**src/rtl/trigseq_pkg.sv**
```systemverilog
`timescale 1ns/1ps
package trigseq_pkg;

  typedef enum logic [1:0] {
    ACT_STORE     = 2'd0,
    ACT_ADVANCE   = 2'd1,
    ACT_TRIGGER   = 2'd2,
    ACT_STORE_ALT = 2'd3
  } true_act_e;

  typedef enum logic [1:0] {
    FLD_MATCH  = 2'd0,
    FLD_MASK   = 2'd1,
    FLD_THRESH = 2'd2,
    FLD_CTRL   = 2'd3
  } cfg_field_e;

  localparam int CTRL_FJUMP_BIT = 2;
  localparam int CTRL_CUMUL_BIT = 3;
  localparam int CTRL_TGT_LSB   = 4;

endpackage

```
**src/rtl/trigseq_cfg_bank.sv**
```systemverilog
`timescale 1ns/1ps
module trigseq_cfg_bank
  import trigseq_pkg::*;
#(
  parameter int NUM_LEVELS = 7,
  parameter int PROBE_W    = 8,
  parameter int CNT_W      = 8,
  parameter int LVL_W      = 3,
  parameter int CFG_W      = 16,
  parameter int CTRL_W     = CTRL_TGT_LSB + LVL_W
) (
  input  logic               clk,
  input  logic               rst_n,
  input  logic               we,
  input  logic [LVL_W-1:0]   wlevel,
  input  logic [1:0]         wfield,
  input  logic [CFG_W-1:0]   wdata,
  input  logic [LVL_W-1:0]   rlevel,
  output logic [PROBE_W-1:0] sel_match,
  output logic [PROBE_W-1:0] sel_mask,
  output logic [CNT_W-1:0]   sel_thr,
  output logic [CTRL_W-1:0]  sel_ctrl
);

  logic [PROBE_W-1:0] match_q [NUM_LEVELS];
  logic [PROBE_W-1:0] mask_q  [NUM_LEVELS];
  logic [CNT_W-1:0]   thr_q   [NUM_LEVELS];
  logic [CTRL_W-1:0]  ctrl_q  [NUM_LEVELS];

  logic [NUM_LEVELS-1:0] lvl_hit;

  // one decoded write strobe per level
  for (genvar g = 0; g < NUM_LEVELS; g++) begin : g_dec
    assign lvl_hit[g] = we && (wlevel == LVL_W'(g));
  end

  always_ff @(posedge clk or negedge rst_n) begin
    if (!rst_n) begin
      for (int i = 0; i < NUM_LEVELS; i++) begin
        match_q[i] <= '0;
        mask_q[i]  <= '0;
        thr_q[i]   <= '0;
        ctrl_q[i]  <= '0;
      end
    end else begin
      for (int i = 0; i < NUM_LEVELS; i++) begin
        if (lvl_hit[i]) begin
          unique case (cfg_field_e'(wfield))
            FLD_MATCH:  match_q[i] <= wdata[PROBE_W-1:0];
            FLD_MASK:   mask_q[i]  <= wdata[PROBE_W-1:0];
            FLD_THRESH: thr_q[i]   <= wdata[CNT_W-1:0];
            FLD_CTRL:   ctrl_q[i]  <= wdata[CTRL_W-1:0];
            default:    ;
          endcase
        end
      end
    end
  end

  assign sel_match = match_q[rlevel];
  assign sel_mask  = mask_q[rlevel];
  assign sel_thr   = thr_q[rlevel];
  assign sel_ctrl  = ctrl_q[rlevel];

endmodule

```
**src/rtl/trigseq_match_eval.sv**
```systemverilog
`timescale 1ns/1ps
module trigseq_match_eval #(
  parameter int PROBE_W = 8,
  parameter int CNT_W   = 8
) (
  input  logic [PROBE_W-1:0] probe,
  input  logic [PROBE_W-1:0] match,
  input  logic [PROBE_W-1:0] mask,
  input  logic [CNT_W-1:0]   cnt,
  input  logic [CNT_W-1:0]   thr,
  output logic               hit,
  output logic               reach
);

  logic [CNT_W:0] cnt_plus;

  assign hit      = ((probe ^ match) & mask) == '0;
  assign cnt_plus = {1'b0, cnt} + {{CNT_W{1'b0}}, 1'b1};
  assign reach    = cnt_plus >= {1'b0, thr};

endmodule

```
**src/rtl/trigseq_core.sv**
```systemverilog
`timescale 1ns/1ps
module trigseq_core
  import trigseq_pkg::*;
#(
  parameter int NUM_LEVELS = 7,
  parameter int CNT_W      = 8,
  parameter int LVL_W      = 3,
  parameter int CTRL_W     = CTRL_TGT_LSB + LVL_W
) (
  input  logic              clk,
  input  logic              rst_n,
  input  logic              arm,
  input  logic              hit,
  input  logic              reach,
  input  logic [CTRL_W-1:0] ctrl,
  output logic [CNT_W-1:0]  cnt,
  output logic [LVL_W-1:0]  level,
  output logic              store_en,
  output logic              trigger
);

  localparam logic [LVL_W-1:0] LAST_LVL = LVL_W'(NUM_LEVELS - 1);

  logic [LVL_W-1:0] lvl_q, lvl_d;
  logic [CNT_W-1:0] cnt_q, cnt_d, cnt_inc;
  logic             armed_q, armed_d;
  logic             store_q, store_d;
  logic             trig_q, trig_d;
  logic             state_en;

  true_act_e        tact;
  logic             fjump, cumul;
  logic [LVL_W-1:0] tgt;

  assign tact  = true_act_e'(ctrl[1:0]);
  assign fjump = ctrl[CTRL_FJUMP_BIT];
  assign cumul = ctrl[CTRL_CUMUL_BIT];
  assign tgt   = ctrl[CTRL_TGT_LSB +: LVL_W];

  assign cnt_inc  = (&cnt_q) ? cnt_q : cnt_q + CNT_W'(1);
  assign state_en = arm | armed_q;

  always_comb begin
    lvl_d   = lvl_q;
    cnt_d   = cnt_q;
    armed_d = armed_q;
    store_d = 1'b0;
    trig_d  = 1'b0;
    if (arm) begin
      lvl_d   = '0;
      cnt_d   = '0;
      armed_d = 1'b1;
    end else if (armed_q) begin
      if (hit && reach) begin
        unique case (tact)
          ACT_ADVANCE: begin
            cnt_d = '0;
            if (lvl_q == LAST_LVL) begin
              trig_d  = 1'b1;
              armed_d = 1'b0;
            end else begin
              lvl_d = lvl_q + LVL_W'(1);
            end
          end
          ACT_TRIGGER: begin
            cnt_d   = '0;
            trig_d  = 1'b1;
            armed_d = 1'b0;
          end
          default: begin
            store_d = 1'b1;
            cnt_d   = cnt_inc;
          end
        endcase
      end else if (hit) begin
        cnt_d = cnt_inc;
      end else if (fjump && (tgt < lvl_q)) begin
        lvl_d = tgt;
        cnt_d = '0;
      end else if (!cumul) begin
        cnt_d = '0;
      end
    end
  end

  always_ff @(posedge clk or negedge rst_n) begin
    if (!rst_n) begin
      lvl_q   <= '0;
      cnt_q   <= '0;
      armed_q <= 1'b1;
    end else if (state_en) begin
      lvl_q   <= lvl_d;
      cnt_q   <= cnt_d;
      armed_q <= armed_d;
    end
  end

  always_ff @(posedge clk or negedge rst_n) begin
    if (!rst_n) begin
      store_q <= 1'b0;
      trig_q  <= 1'b0;
    end else begin
      store_q <= store_d;
      trig_q  <= trig_d;
    end
  end

  assign cnt      = cnt_q;
  assign level    = lvl_q;
  assign store_en = store_q;
  assign trigger  = trig_q;

endmodule

```
**src/rtl/trigseq_top.sv**
```systemverilog
`timescale 1ns/1ps
module trigseq_top
  import trigseq_pkg::*;
#(
  parameter  int NUM_LEVELS = 7,
  parameter  int PROBE_W    = 8,
  parameter  int CNT_W      = 8,
  parameter  int CFG_W      = 16,
  localparam int LVL_W      = $clog2(NUM_LEVELS)
) (
  input  logic               clk,
  input  logic               rst_n,
  input  logic               arm,
  input  logic [PROBE_W-1:0] probe,
  input  logic               cfg_we,
  input  logic [LVL_W-1:0]   cfg_level,
  input  logic [1:0]         cfg_field,
  input  logic [CFG_W-1:0]   cfg_wdata,
  output logic               store_en,
  output logic               trigger,
  output logic [LVL_W-1:0]   level
);

  localparam int CTRL_W = CTRL_TGT_LSB + LVL_W;

  logic [PROBE_W-1:0] sel_match, sel_mask;
  logic [CNT_W-1:0]   sel_thr, cnt;
  logic [CTRL_W-1:0]  sel_ctrl;
  logic               hit, reach;

  trigseq_cfg_bank #(
    .NUM_LEVELS(NUM_LEVELS), .PROBE_W(PROBE_W), .CNT_W(CNT_W),
    .LVL_W(LVL_W), .CFG_W(CFG_W), .CTRL_W(CTRL_W)
  ) cfg_i (
    .clk(clk), .rst_n(rst_n), .we(cfg_we), .wlevel(cfg_level),
    .wfield(cfg_field), .wdata(cfg_wdata), .rlevel(level),
    .sel_match(sel_match), .sel_mask(sel_mask),
    .sel_thr(sel_thr), .sel_ctrl(sel_ctrl)
  );

  trigseq_match_eval #(.PROBE_W(PROBE_W), .CNT_W(CNT_W)) eval_i (
    .probe(probe), .match(sel_match), .mask(sel_mask),
    .cnt(cnt), .thr(sel_thr), .hit(hit), .reach(reach)
  );

  trigseq_core #(
    .NUM_LEVELS(NUM_LEVELS), .CNT_W(CNT_W), .LVL_W(LVL_W), .CTRL_W(CTRL_W)
  ) core_i (
    .clk(clk), .rst_n(rst_n), .arm(arm), .hit(hit), .reach(reach),
    .ctrl(sel_ctrl), .cnt(cnt), .level(level),
    .store_en(store_en), .trigger(trigger)
  );

endmodule

```
**config.mk**
```make
export PLATFORM = sky130hd
export DESIGN_NAME = trigseq_top
export DESIGN_NICKNAME = d
export VERILOG_FILES = /design/src/rtl/trigseq_pkg.sv /design/src/rtl/trigseq_cfg_bank.sv /design/src/rtl/trigseq_match_eval.sv /design/src/rtl/trigseq_core.sv /design/src/rtl/trigseq_top.sv
export SDC_FILE = /design/constraint.sdc
export NUM_CORES = 1
export LEC_CHECK = 0
export BUFFER_PORTS_ARGS = -buffer_cell sky130_fd_sc_hd__buf_2
export CAP_MARGIN = 25
export CORE_MARGIN = 2
export CORE_UTILIZATION = 39
export CTS_CLUSTER_SIZE = 12
export DETAILED_ROUTE_END_ITERATION = 6
export PLACE_DENSITY = 0.54
export SKIP_CTS_REPAIR_TIMING = 1
export SYNTH_ARGS = -nofsm -noshare
export SYNTH_HDL_FRONTEND = slang
export SYNTH_SLANG_ARGS = --single-unit
```
**constraint.sdc**
```tcl
create_clock -name clk -period 12.3 [get_ports clk]
set_clock_uncertainty 0.05 [all_clocks]
set_input_delay 0.615 -clock clk [delete_from_list [all_inputs] [get_ports clk]]
set_output_delay 0.615 -clock clk [all_outputs]
set_load 0.01 [all_outputs]
```
==> flow_metrics.tcl, run 1 <==
set metrics [dict create \
    dpl_worst_slack_ns 7.50 \
    synth.largest_area_cell "dfrtp_1" \
    worstPathRequired_ns 12.65 \
    drtPass1Iterations 4 \
    slew_viol_final 0 \
    synth_fp_nets 925 \
    crit_type "flip-flop to flip-flop" \
    drive_gt1_frac 0.378 \
    cpMaxStageDelayCell "dfrtp_4" \
    synth_async_sr_flop_share 1.00 \
    grt_pass1_vias 7210 \
    route.antenna.remaining_nets 0 \
    ys.flop_type "dfrtp_1" \
    setup-violations-final 0 \
    grt_util_all_layers 0.180 \
    worstPathMaxFanout 38 \
    grt-ovfl-total 0 \
    layout_commonest_cell "mux2_2" \
    rrSetupSlack_ns 7.59 \
    setup_ws_ns 7.59 \
    ios 38 \
    start_kind "flip-flop" \
    port_buffers 29 \
    fin_crit_sh 0.383 \
    holdWs_ns 0.0402 \
    total_power_w 0.00232 \
    crit_path_cell_trace "buf_4 > mux4_2 > nand2_1 > o21ai_0 > ha_1 > a21o_1 > a2111oi_0 > or4_1 > o22ai_2 > a31oi_1 > o22ai_1" \
    first_iter_violations 375 \
    grt_max_degree 92 \
    period_minus_slack_ns 4.71 \
    syn_inst 877 \
    dpl.hpwl_microns 17000 \
    fillers 2638 \
    grt_setup_unrepaired "false" \
    routabilityCongestion 0.803 \
    syn_area_sq_um 11300 \
    via_per_inst 5.45 \
    synth_top_area_share 0.509 \
    run_status "completed" \
    slew_headroom 0.377 \
    tns_ns 0 \
    fin_nets 935 \
    seq_area_frac_synth 0.511 \
    coreArea_sq_um 28600 \
    tritoncts "yes" \
    clkSinkCount 231 \
    clockRootBuffer "clkbuf_16" \
    fmaxAchievable_ghz 0.212 \
    antenna_found_initial 2 \
    seq_area_sq_um 5790 \
    grt_pass1_wl_microns 42700 \
    yosysWarnings 0 \
    clk_latency_ns 0.53 \
    die_y_microns 174 \
    critPathMaxStageDelay_ns 0.87 \
    syn_area_per_cell_sq_um 12.9 \
    worst_pin_slew_ns 0.911 \
    dieArea_sq_um 30400 \
    multiInputGateArea_sq_um 5230 \
    critPathArrivalTime_ns 5.05 \
    powerDensity_nw_per_um2 185 \
    numCtsBuffers 27 \
    area_delta_synth_final_pct 11.2 \
    hold_viol 0 \
    dp_cells 1241 \
    synth_area_leaders "dfrtp_1, mux2_2, mux2i_1, mux4_2, ha_1" \
    fp.dieW_microns 174 \
    critPathBufInv 1 \
    end_kind "flip-flop" \
    num_rows 62 \
    synth_seq_cells 231 \
    route.detailed.drc 0 \
    stdcell_count 1285 \
    cp_top_family "compound AO/OA/AOI/OAI gates" \
    clockBufferDepth 3 \
    num_vias 7004 \
    p_leak_nw 5.53 \
    maxCapViolations 0 \
    drt_wl_total_microns 26800 \
    initial_utilization 0.395 \
    vdd_ir_drop_max_uv 88.6 \
    h-tree-depth 1 \
    hold_path_class "primary input to asynchronous set/reset pin" \
    final_cell_mix "mux2_2, dfrtp_1, nand2_1, nor2_1, mux2i_1" \
    synthDistinctLibCells 64 \
    clk_pin_slew_worst_paths_ns 0.06 \
    synth_edf_count 0 \
    wire_per_inst_microns 20.8 \
]
==> state kept, by name, summed over array words and instances (netlist names) <==
register,cells
core_i.store_en,1
core_i.cnt,8
core_i.armed_q,1
core_i.trigger,1
cfg_i.mask_q,56
cfg_i.thr_q,56
cfg_i.match_q,56
cfg_i.ctrl_q,49
core_i.level,3
==> area by class of cell <==
class	count	share of cell area
inverters	11	0.00328
well taps	384	0.0382
flip-flops and latches	231	0.460
repair buffers	38	0.0193
diodes	1	0.000199
clock buffers	34	0.0590
multi-input cells	578	0.416
clock inverters	8	0.00368
==> kinds of logic (layout without fill, tap and decap cells) <==
kind of cell,Yosys count,count (layout),share of synthesized area
buf+inv,68,91,0.0265
mux,287,287,0.299
simple gates,155,155,0.0697
xor+xnor,23,23,0.0178
fa+ha+maj,15,15,0.0166
compound gates,98,98,0.0597
flops,231,231,0.511
other cells,0,1,0
==> where the power goes <==
group	internal, W	switching [W]
clock network	0.000420	0.000305
logic	0.000305	0.000287
registers	0.000905	0.000102
total	0.00163	0.000694
==> stage by stage <==
stage / util / area, sq um
6_report: 0.439 / 12600
5_1_grt: 0.439 / 12600
4_1_cts: 0.438 / 12500
3_5_place_dp: 0.411 / 11800
3_3_place_gp: 0.411 / 11800
2_1_floorplan: - / 11300
==> synth_stat cells, drive strengths merged (5+ instances only) <==
master,n
dfrtp,230
a31oi,9
or3,7
xor2,18
nor4b,6
mux4,16
a22oi,5
mux2,234
nor2b,7
xnor2,5
nand3,15
inv,9
nor2,39
mux2i,37
a221o,7
clkbuf,36
and3,6
a21o,7
ha,15
nor3,6
nand2,39
o21ai,30
a21oi,16
buf,21
nand2b,9
==> worst paths after layout <==
path	from	cells past startpoint	end
hold reg to reg	cfg_i.match_q[4]$_DFFE_PN0P_	1	cfg_i.match_q[4]$_DFFE_PN0P_
hold / removal	rst_n	1	cfg_i.match_q[8]$_DFFE_PN0P_
max in group asynchronous	rst_n	2	core_i.trigger$_DFF_PN0_
min in group clk	arm	2	core_i.armed_q$_DFFE_PN1P_
setup / recovery	core_i.level[0]$_DFFE_PN0P_	11	core_i.cnt[1]$_DFFE_PN0P_
setup reg to reg	core_i.level[0]$_DFFE_PN0P_	11	core_i.cnt[1]$_DFFE_PN0P_
==> layer usage <==
metal  GRT usage  share of wire
met1       0.249           0.47
met2       0.303           0.48
met3      0.0265          0.031
met4      0.0350          0.013
met5           0        0.00034
Power figures use the tool's default switching activity.
==> run 2, diff against run 1 <==
clock period = 4.7 ns   (was 12.3 ns; I/O delays follow)
==> flow_metrics.tcl, run 2 (synthesis results as in run 1) <==
set metrics [dict create \
    grt_util_all_layers 0.179 \
    powerDensity_nw_per_um2 490 \
    drt_wl_total_microns 26500 \
    dieArea_sq_um 30400 \
    share_seq_of_total_power 0.421 \
    h-tree-depth 1 \
    vdd_ir_drop_max_uv 195 \
    grt_pass1_vias 7195 \
    p_leak_nw 5.59 \
    grt_pass1_wl_microns 42500 \
    final_util 0.443 \
    initial_utilization 0.395 \
    route.antenna.remaining_nets 0 \
    setup_ws_ns 0.744 \
    antenna_found_initial 1 \
    crit_path_cell_trace "nor2b_2 > a21oi_1 > o21ai_0 > ha_1 > a21o_1 > a2111oi_0 > buf_4 > or4_1 > o22ai_2 > a31oi_1 > o22ai_1" \
    clockRootBuffer "clkbuf_16" \
    final_cell_mix "mux2_2, dfrtp_1, nand2_1, nor2_1, mux2i_1" \
    port_buffers 29 \
    start_kind "flip-flop" \
    dpl_cell_area_sq_um 11800 \
    num_vias 7025 \
    p_int_w 0.00439 \
    clkSinkCount 231 \
    pwr-share-clk 0.322 \
    top_regs "cfg_i.mask_q (56), cfg_i.match_q (56), cfg_i.thr_q (56)" \
    critPathMaxStageDelay_ns 0.74 \
    fin_nets 941 \
    grt_setup_unrepaired "false" \
    critical_path_depth 11 \
    setup-violations-final 0 \
    combPwrFrac 0.257 \
    grt_max_degree 103 \
    slew_viol_final 0 \
    end_kind "flip-flop" \
    worstPathMaxFanout 28 \
    clockBufferDepth 3 \
    critPathArrivalTime_ns 4.30 \
    numCtsBuffers 26 \
    fmaxAchievable_ghz 0.253 \
    coreArea_sq_um 28600 \
    worst_pin_slew_ns 0.986 \
    cp_top_family "compound AO/OA/AOI/OAI gates" \
    slew_headroom 0.341 \
    crit_type "flip-flop to flip-flop" \
    clk_latency_ns 0.52 \
    drtPass1Iterations 4 \
    grt-ovfl-total 0 \
    fin_crit_sh 0.842 \
    hold_viol 0 \
    r2r_cells 11 \
    cpMaxStageDelayCell "nor2b_2" \
    hold_path_class "primary input to asynchronous set/reset pin" \
    fp.dieW_microns 174 \
    wire_per_inst_microns 20.5 \
    critPathBufInv 1 \
    via_per_inst 5.42 \
    dpl_worst_slack_ns 0.736 \
    dpl.hpwl_microns 17200 \
    die_y_microns 174 \
    dp_cells 1247 \
    route.detailed.drc 0 \
    layout_commonest_cell "mux2_2" \
    drive_gt1_frac 0.380 \
    clk_pin_slew_worst_paths_ns 0.06 \
    first_iter_violations 408 \
    period_minus_slack_ns 3.96 \
    routabilityCongestion 0.819 \
    run_status "completed" \
    tns_ns 0 \
    worstPathRequired_ns 5.04 \
    power_switching_share 0.294 \
    area_delta_synth_final_pct 12.2 \
    tritoncts "yes" \
    final_cell_area_sq_um 12700 \
    num_rows 62 \
    stdcell_count 1295 \
    maxCapViolations 0 \
    p_switching_w 0.00182 \
    ios 38 \
]
run 2: area by class of cell:
class | count | area [sq um]
well taps | 384 | 480
inverters | 11 | 41.3
flip-flops and latches | 231 | 5790
fillers | 2621 | 15900
repair buffers | 45 | 305
diodes | 1 | 2.50
clock inverters | 10 | 103
multi-input cells | 578 | 5230
clock buffers | 35 | 736
run 2: power groups by stage:
stage | Sequential, W | Combinational, W | Clock [W]
final | 0.00262 | 0.00159 | 0.00200
after global placement | 0.00264 | 0.00160 | 0
after CTS | 0.00262 | 0.00162 | 0.00205
after detailed placement | 0.00266 | 0.00161 | 0
after floorplan | 0.00254 | 0.00129 | 0
after global routing | 0.00267 | 0.00176 | 0.00214
run 2: path summary, 6_finish.rpt:
kind	from	end	slack, ns
max	core_i.level[0]$_DFFE_PN0P_	core_i.cnt[1]$_DFFE_PN0P_	0.74
min	rst_n	cfg_i.mask_q[11]$_DFFE_PN0P_	0.22
max reg2reg	core_i.level[0]$_DFFE_PN0P_	core_i.cnt[1]$_DFFE_PN0P_	0.74
min reg2reg	cfg_i.match_q[3]$_DFFE_PN0P_	cfg_i.match_q[3]$_DFFE_PN0P_	0.45
max in group asynchronous	rst_n	core_i.level[1]$_DFFE_PN0P_	3.21
min in group clk	cfg_wdata[7]	cfg_i.match_q[47]$_DFFE_PN0P_	0.28
run 2: routing by layer:
layer  up-vias  wire length, microns  part of all wire  global-route usage
met3        30                   798             0.030              0.0221
met4         0                   410             0.015              0.0399
met5         -                     0                 0                   0
li1       3241                     -                 -                   -
met1      3663                 13000              0.49               0.261
met2        91                 12300              0.46               0.287
run 2: worst reg2reg max path: cells and delay by family (launching register included):
family          cells  cell delay [ns]
compound gates      7             1.66
simple gates        2             0.89
flops               1             0.71
fa+ha+maj           1             0.31
buf+inv             1             0.21
run 2: per-stage QoR:
step           hold WS (ns)  total power, W
2_1_floorplan        -0.111         0.00382
3_3_place_gp          0.233         0.00424
3_5_place_dp          0.227         0.00427
4_1_cts              -0.329         0.00629
5_1_grt               0.281         0.00658
6_report              0.220         0.00621
